**config.mk**
```make
export PLATFORM = sky130hd
export DESIGN_NAME = cell_cmd_framer
export DESIGN_NICKNAME = d
export VERILOG_FILES = /design/src/rtl/framer_pkg.sv /design/src/rtl/framer_tick_capture.sv /design/src/rtl/framer_cell_count.sv /design/src/rtl/framer_out_reg.sv /design/src/rtl/cell_cmd_framer.sv
export SDC_FILE = /design/constraint.sdc
export NUM_CORES = 1
export LEC_CHECK = 0
export ABC_CLOCK_PERIOD_IN_PS = 2150
export BUFFER_PORTS_ARGS = -buffer_cell sky130_fd_sc_hd__buf_2
export CAP_MARGIN = 20
export CORE_MARGIN = 3
export CORE_UTILIZATION = 40
export DETAILED_ROUTE_END_ITERATION = 10
export GPL_ROUTABILITY_DRIVEN = 0
export SLEW_MARGIN = 20
export SYNTH_ARGS = -nofsm -noshare
export SYNTH_HDL_FRONTEND = slang
export SYNTH_SLANG_ARGS = --single-unit
```
**constraint.sdc**
```tcl
create_clock -name clk -period 2.15 [get_ports clk]
set_clock_uncertainty 0.2 [all_clocks]
set_input_delay 0.1075 -clock clk [delete_from_list [all_inputs] [get_ports clk]]
set_output_delay 0.1075 -clock clk [all_outputs]
set_load 0.05 [all_outputs]
```
**src/rtl/framer_pkg.sv**
```systemverilog
// Shared encodings for the cell framer: command octets and the emit selector.
package framer_pkg;

    localparam logic [3:0] ESC_NIB      = 4'hF;
    localparam logic [7:0] CMD_SOC_RST  = {ESC_NIB, 4'hF};
    localparam logic [7:0] CMD_SOC_RUN  = {ESC_NIB, 4'h4};
    localparam logic [7:0] CMD_MARK     = {ESC_NIB, 4'h8};

    typedef enum logic [2:0] {
        EM_NONE,
        EM_MARK,
        EM_SOC_RST,
        EM_SOC_RUN,
        EM_DATA
    } emit_t;

endpackage

```
**src/rtl/framer_tick_capture.sv**
```systemverilog
// Samples the timing reference, detects its rising edge and holds a marker
// request until the framer serves it.
// Assumes: sync_in is already synchronous to clk.
module framer_tick_capture (
    input  logic clk,
    input  logic rst_n,
    input  logic sync_in,
    input  logic served,
    output logic pending
);

    logic s_q;
    logic s_prev;
    logic rise;

    // Edge detector on the sampled reference.
    assign rise = s_q & ~s_prev;

    // Sample the reference and remember the previous level.
    always_ff @(posedge clk) begin
        if (!rst_n) begin
            s_q    <= 1'b0;
            s_prev <= 1'b0;
        end else begin
            s_q    <= sync_in;
            s_prev <= s_q;
        end
    end

    // Set on an edge, clear when served; a new edge wins over the clear.
    always_ff @(posedge clk) begin
        if (!rst_n) pending <= 1'b0;
        else        pending <= rise | (pending & ~served);
    end

endmodule

```
**src/rtl/framer_cell_count.sv**
```systemverilog
// Counts the data octets still owed to the cell in progress.
// Assumes: start and advance are never high together.
module framer_cell_count #(
    parameter int CELL_OCTETS = 53,
    localparam int CNT_W = $clog2(CELL_OCTETS + 1)
) (
    input  logic clk,
    input  logic rst_n,
    input  logic start,
    input  logic advance,
    output logic in_cell
);

    logic [CNT_W-1:0] left;

    // A cell is in progress while octets remain.
    assign in_cell = (left != '0);

    // Load on a start-of-cell, step down on each data octet.
    always_ff @(posedge clk) begin
        if (!rst_n)       left <= '0;
        else if (start)   left <= CNT_W'(CELL_OCTETS);
        else if (advance) left <= left - 1'b1;
    end

endmodule

```
**src/rtl/framer_out_reg.sv**
```systemverilog
// Output register: turns the emit choice and the head octet into the
// registered downstream octet, command flag and scrambler-reset strobe.
module framer_out_reg
    import framer_pkg::*;
(
    input  logic       clk,
    input  logic       rst_n,
    input  emit_t      emit,
    input  logic [7:0] data,
    output logic       out_valid,
    output logic [7:0] out_octet,
    output logic       out_is_cmd,
    output logic       out_scr_reset
);

    logic [7:0] octet_d;

    // Select the octet for the chosen emit kind.
    always_comb begin
        case (emit)
            EM_MARK:    octet_d = CMD_MARK;
            EM_SOC_RST: octet_d = CMD_SOC_RST;
            EM_SOC_RUN: octet_d = CMD_SOC_RUN;
            EM_DATA:    octet_d = data;
            default:    octet_d = 8'h00;
        endcase
    end

    // Register everything presented downstream.
    always_ff @(posedge clk) begin
        if (!rst_n) begin
            out_valid     <= 1'b0;
            out_octet     <= 8'h00;
            out_is_cmd    <= 1'b0;
            out_scr_reset <= 1'b0;
        end else begin
            out_valid     <= (emit != EM_NONE);
            out_octet     <= octet_d;
            out_is_cmd    <= (emit == EM_MARK) || (emit == EM_SOC_RST) ||
                             (emit == EM_SOC_RUN);
            out_scr_reset <= (emit == EM_SOC_RST);
        end
    end

endmodule

```
**src/rtl/cell_cmd_framer.sv**
```systemverilog
// Cell framer: puts a start-of-cell command before each cell, choosing the
// scrambler-reset form or the running form, and slips a timing marker in at
// the next octet boundary after each rising edge of the timing reference.
// Assumes: the source is show-ahead, and cell_avail is high only when a whole
// cell is buffered.
module cell_cmd_framer
    import framer_pkg::*;
#(
    parameter int CELL_OCTETS = 53
) (
    input  logic       clk,
    input  logic       rst_n,
    input  logic       cfg_scr_reset,
    input  logic       sync_in,
    input  logic       cell_avail,
    input  logic [7:0] src_octet,
    output logic       src_take,
    output logic       out_valid,
    output logic [7:0] out_octet,
    output logic       out_is_cmd,
    output logic       out_scr_reset
);

    emit_t emit;
    logic  tick_pending;
    logic  in_cell;
    logic  force_rst;
    logic  soc_now;

    framer_tick_capture u_tick (
        .clk     (clk),
        .rst_n   (rst_n),
        .sync_in (sync_in),
        .served  (emit == EM_MARK),
        .pending (tick_pending)
    );

    framer_cell_count #(.CELL_OCTETS(CELL_OCTETS)) u_count (
        .clk     (clk),
        .rst_n   (rst_n),
        .start   (soc_now),
        .advance (src_take),
        .in_cell (in_cell)
    );

    // Priority: marker, then cell body, then a new start-of-cell.
    always_comb begin
        if (tick_pending)                  emit = EM_MARK;
        else if (in_cell)                  emit = EM_DATA;
        else if (cell_avail)
            emit = (force_rst || cfg_scr_reset) ? EM_SOC_RST : EM_SOC_RUN;
        else                               emit = EM_NONE;
    end

    assign soc_now  = (emit == EM_SOC_RST) || (emit == EM_SOC_RUN);
    assign src_take = (emit == EM_DATA);

    // The first start-of-cell after reset must reset the scramblers.
    always_ff @(posedge clk) begin
        if (!rst_n)       force_rst <= 1'b1;
        else if (soc_now) force_rst <= 1'b0;
    end

    framer_out_reg u_out (
        .clk           (clk),
        .rst_n         (rst_n),
        .emit          (emit),
        .data          (src_octet),
        .out_valid     (out_valid),
        .out_octet     (out_octet),
        .out_is_cmd    (out_is_cmd),
        .out_scr_reset (out_scr_reset)
    );

endmodule

```
After elaboration in Yosys (flattened, before gate mapping)

Index checks and enable logic that the tools add are counted.

Add/sub/neg operators: 1
Equal/unequal tests: 4
Mux-type cells: 7
Bitwise logic cells: 6
Reductions and logical operators: 8

Operators by type and width:

| kind                  | number |
|---|---|
| $pmux W8 S4           | 1 |
| $mux W6               | 2 |
| $eq A3 B2 Y1 const B  | 2 |
| $mux W3               | 2 |
| $reduce_bool A6 Y1    | 1 |
| $sub A6 B1 Y6 const B | 1 |
| $logic_or A1 B1 Y1    | 4 |
| $eq A3 B1 Y1 const B  | 1 |
| $eq A3 B3 Y1 const B  | 1 |
| $not A1 Y1            | 3 |
| $reduce_bool A3 Y1    | 1 |
| $and A1 B1 Y1         | 2 |
| $mux W2               | 1 |
| $reduce_bool A2 Y1    | 1 |
| $reduce_or A2 Y1      | 1 |
| $mux W1               | 1 |
| $or A1 B1 Y1          | 1 |

Bits in registers: 21
Output and inout bits: 12

Logic depth before layout (Yosys ltp)

Depth after elaboration: 9
Mapped depth: 6
Mapped depth without buffers: 5

Modules after synthesis

A second synthesis with hierarchy kept.

Cell total of the unflattened synthesis: 86
Area total of the unflattened synthesis: 884.6 sq um

By module, submodules not included:

| module              | times used | cells each | area each (sq um) |
|---|---|---|---|
| framer_out_reg      | 1          | 38         | 396.6 |
| framer_cell_count   | 1          | 30         | 305.3 |
| framer_tick_capture | 1          | 8          | 96.3 |
| cell_cmd_framer     | 1          | 10         | 86.3 |

Worst setup path before layout

OpenSTA, ideal clock, no wires.

Path type: reg2reg
Start point: register u_count.left[5]
End point: register u_count.left[0]
Setup time: 0.117 ns
Arrival time: 1.407 ns
Slack: 0.425 ns
Stages on the path, launching flop included: 4
Buffers on the path: 0
Cell sequence: dfxtp_1 or4_4 or3_1 a32o_1

Cells in the longest elaborated chain, start to end: 6

Ends and longest elaborated chain:

| element                                              | RTL line                | source |
|---|---|---|
| start: declaration                                   | framer_cell_count.sv:14 | `logic [CNT_W-1:0] left;` |
| start signal: assignment                             | framer_cell_count.sv:22 | `else if (start) left <= CNT_W'(CELL_OCTETS);` |
| start signal: assignment                             | framer_cell_count.sv:23 | `else if (advance) left <= left - 1'b1;` |
| $reduce_bool A6 Y1 (*)                               | framer_cell_count.sv:17 | `assign in_cell = (left != '0);` |
| $mux W3 (*)                                          | cell_cmd_framer.sv:49   | `else if (in_cell) emit = EM_DATA;` |
| $mux W3 (*)                                          | cell_cmd_framer.sv:48   | `if (tick_pending) emit = EM_MARK;` |
| $eq A3 B2 Y1                                         | cell_cmd_framer.sv:55   | `assign soc_now = (emit == EM_SOC_RST) \|\| (emit == EM_SOC_RUN);` |
| $logic_or A1 B1 Y1                                   | cell_cmd_framer.sv:55   |  |
| $mux W6 / $reduce_bool A2 Y1 (equally long branches) | n/a                     |  |

Every way passes the cells marked *; elsewhere a longest branch is shown, timed or not.
A chain may end at the register's enable or synchronous reset.

Worst setup path in the final report

Start point: register u_count.left[0]
End point: output src_take

Cells in the longest elaborated chain, start to end: 4

Ends and longest elaborated chain:

| element            | RTL line                | source |
|---|---|---|
| $reduce_bool A6 Y1 | framer_cell_count.sv:17 |  |
| $mux W3            | cell_cmd_framer.sv:49   |  |
| $mux W3            | cell_cmd_framer.sv:48   |  |
| $eq A3 B3 Y1       | cell_cmd_framer.sv:56   | `assign src_take = (emit == EM_DATA);` |
| end: declaration   | cell_cmd_framer.sv:17   | `output logic src_take,` |

No other way between the ends.

==> impl_metrics.ini <==
[outcome]
status = complete, no violations

[global_routing]
antenna_found_initial = 0
grt_pass1_wl_um = 2880
grt_pass1_vias = 656
grtUsageTotal_pct = 14.2
grt_max_degree = 13
grt_overflow = 0

[clocking]
clk_path_buf_depth = 2
cts_sinks = 21
root_buffer = clkbuf_4
cts-resized-gates = 0
cts_tree = done
clk_latency_ns = 0.30
htree_num_levels = 1
clk_pin_slew_ns = 0.12
numCtsBuffers = 3

[final_layout]
drive_above_1_share_pct = 28.2
layout.nets = 139
finalCoreUtilization_pct = 57.6
multiInputGateArea_um2 = 372
fin_area_um2 = 1140
area_growth_pct = 34.3
ff_latch_area_um2 = 420
fill_cells = 187
antenna_cells = 0

[logic_synthesis]
seq_area_frac_synth_pct = 49.4
postSynthAreaPerCell_um2 = 10.1
synth_cell_types = 34
yosysMostFrequentCell = dfxtp_1
yosys.area.top_type_share_pct = 49.4
syn_inst = 84
synth_edf_count = 0
synth_warnings = 0
synth_area_leaders = dfxtp_1 49%, o21a_1 5.3%, inv_1 3.1%, a21oi_1 2.9%, nand2b_1 2.9%
synth_top_area_cell = dfxtp_1
synth_common_cells = 21 x dfxtp_1, 7 x inv_1, 6 x o21a_1
synthesis.nets = 98
ys_async_sr_fraction_pct = 0
syn_area_um2 = 851
synth-seq-cells = 21
synth_ff_type = dfxtp_1

[timing]
tns_ns = 0
fin_crit_sh_pct = 93.9
grt_setup_unrepaired = no
setup_viol = 0
hold_viol = 0
min_period_ns = 2.02
slew_headroom_pct = 60.0
max_clock_freq_mhz = 495
tightest_slew_ns = 0.597
drv_slew = 0

[power_and_ir_drop]
power_frac_comb_pct = 56.4
switching_power_w = 0.000873
power.internal_w = 0.000987
leakage_nw = 0.528
clkPwrFrac_pct = 10.2
irDropWorstVdd_mv = 0.871
seqPwrFrac_pct = 33.4
swShare_pct = 46.9
power-per-cell-area_nw_per_um2 = 1630

[worst_setup_path]
critPathMostFrequentCell = inv_1
cp.arrival_ns = 1.71
crit_start = u_count.left[0]
r2r-start = u_count.left[0]
critPathSlowestCell = dfxtp_1
crit_path_end_kind = output pin
path_cells = inv_1, ha_1, a21o_1, inv_1, buf_2
cp.required_ns = 1.84
path_class = flop to output pin
cp-start-kind = flop
slowest_delay_ns = 0.40
crit_path_max_fanout = 11

[worst_hold_path]
hold_path.class = input pin to flop
hold_start = src_octet[3]

[placement]
port_buffers = 24
placed_area_um2 = 972
post-dp-hpwl_um = 1180

[detailed_routing]
drtAntennaViolNets = 0
drt_iter0_markers = 16
postRouteWirelength_um = 1780
wl_per_cell_um = 11.8
met1Wirelength_um = 875
num_vias = 741
viasPerCell = 4.91
drc = 0
highest_layer = met4
wl_met2_um = 816
met3_length_um = 71
dr.pass1.iters = 4

[die]
die_area_um2 = 2720
core_area_um2 = 1980
die_h_um = 52.1
rows = 16
start_util_pct = 42.9
ios = 25
die_w_um = 52.1

[job]
maxCapViolCount = 0
[per-stage QoR]
| stage | std cells | worst slack (ns) | power (W) | hold slack (ns) |
|---|---|---|---|---|
| 2_1_floorplan | 84 | 0.425 | 0.00140 | 0.0316 |
| 3_3_place_gp | 132 | 0.316 | 0.00156 | 0.112 |
| 3_5_place_dp | 132 | 0.263 | 0.00157 | 0.118 |
| 4_1_cts | 148 | 0.0169 | 0.00177 | 0.0145 |
| 5_1_grt | 151 | 0.0198 | 0.00197 | 0.0470 |
| 6_report | 151 | 0.131 | 0.00186 | 0.0139 |
[repair_timing]
item	in CTS	in global routing
pin swaps	1	1
hold endpoints to repair	18	0
cloned	0	0
endpoints found under the setup margin	1	1
buffers inserted	0	3
hold buffers	12	0
[routing by layer]
metal,track usage [%],vias up
met5,0,-
met4,6.55,0
met3,3.44,4
met2,21.3,17
met1,19.0,331
li1,-,389
[sequential cells by signal, summed over array words and instances, names as in the netlist]
name,cells
force_rst,1
u_count.left,6
u_out.out_is_cmd,1
u_out.out_octet,8
u_out.out_scr_reset,1
u_out.out_valid,1
u_tick.pending,1
u_tick.s_prev,1
u_tick.s_q,1
[worst max-delay path: cells and delay by family (launching register included)]
family / cells / cell delay, ns
AO/OA/AOI/OAI: 1 / 0.30
adder cells (fa/ha/maj): 1 / 0.32
buffers and inverters: 3 / 0.38
flip-flops: 1 / 0.40
[power by group through the flow]
stage	Combinational [W]	Clock (W)	Sequential (W)
after floorplan	0.000555	0	0.000840
after global placement	0.000933	0	0.000626
after detailed placement	0.000938	0	0.000630
after CTS	0.000955	0.000197	0.000620
after global routing	0.00113	0.000210	0.000636
final	0.00105	0.000190	0.000621
[cell families after synthesis]
logic type,share of synthesized area (%)
simple gates,18.1
compound gates,24.1
flops,49.4
fa+ha+maj,1.47
buf+inv,6.91
[cell type report]
cell class	instances	share of cell area, %
clock buffers	3	1.97
repair buffers	39	23.0
inverters	7	2.30
multi-input cells	53	32.5
well taps	27	2.96
clock inverters	1	0.438
flip-flops and latches	21	36.8
[worst paths after layout]
check	slack (ns)	endpoint	cells after the start
max	0.13	src_take	5
min	0.01	u_out.out_octet[3]	3
max reg2reg	0.24	u_count.left[1]	5
min reg2reg	0.20	u_tick.pending	1
[cells in the final DEF (no fill, tap or decap), types with 2 or more instances in the layout]
cell           instances
and2_1                 2
dlygate4sd3_1         12
nor2b_1                2
dfxtp_1               21
o211ai_1               2
o21a_1                 6
clkbuf_4               3
a21oi_1                5
nand2b_1               4
inv_1                  7
nand2_1                2
a31oi_1                2
buf_4                  3
nor2_1                 2
buf_2                 24
nor3_1                 5
a2111oi_0              2
o21ai_0                2
No activity file was read; power rests on OpenSTA's default activity.
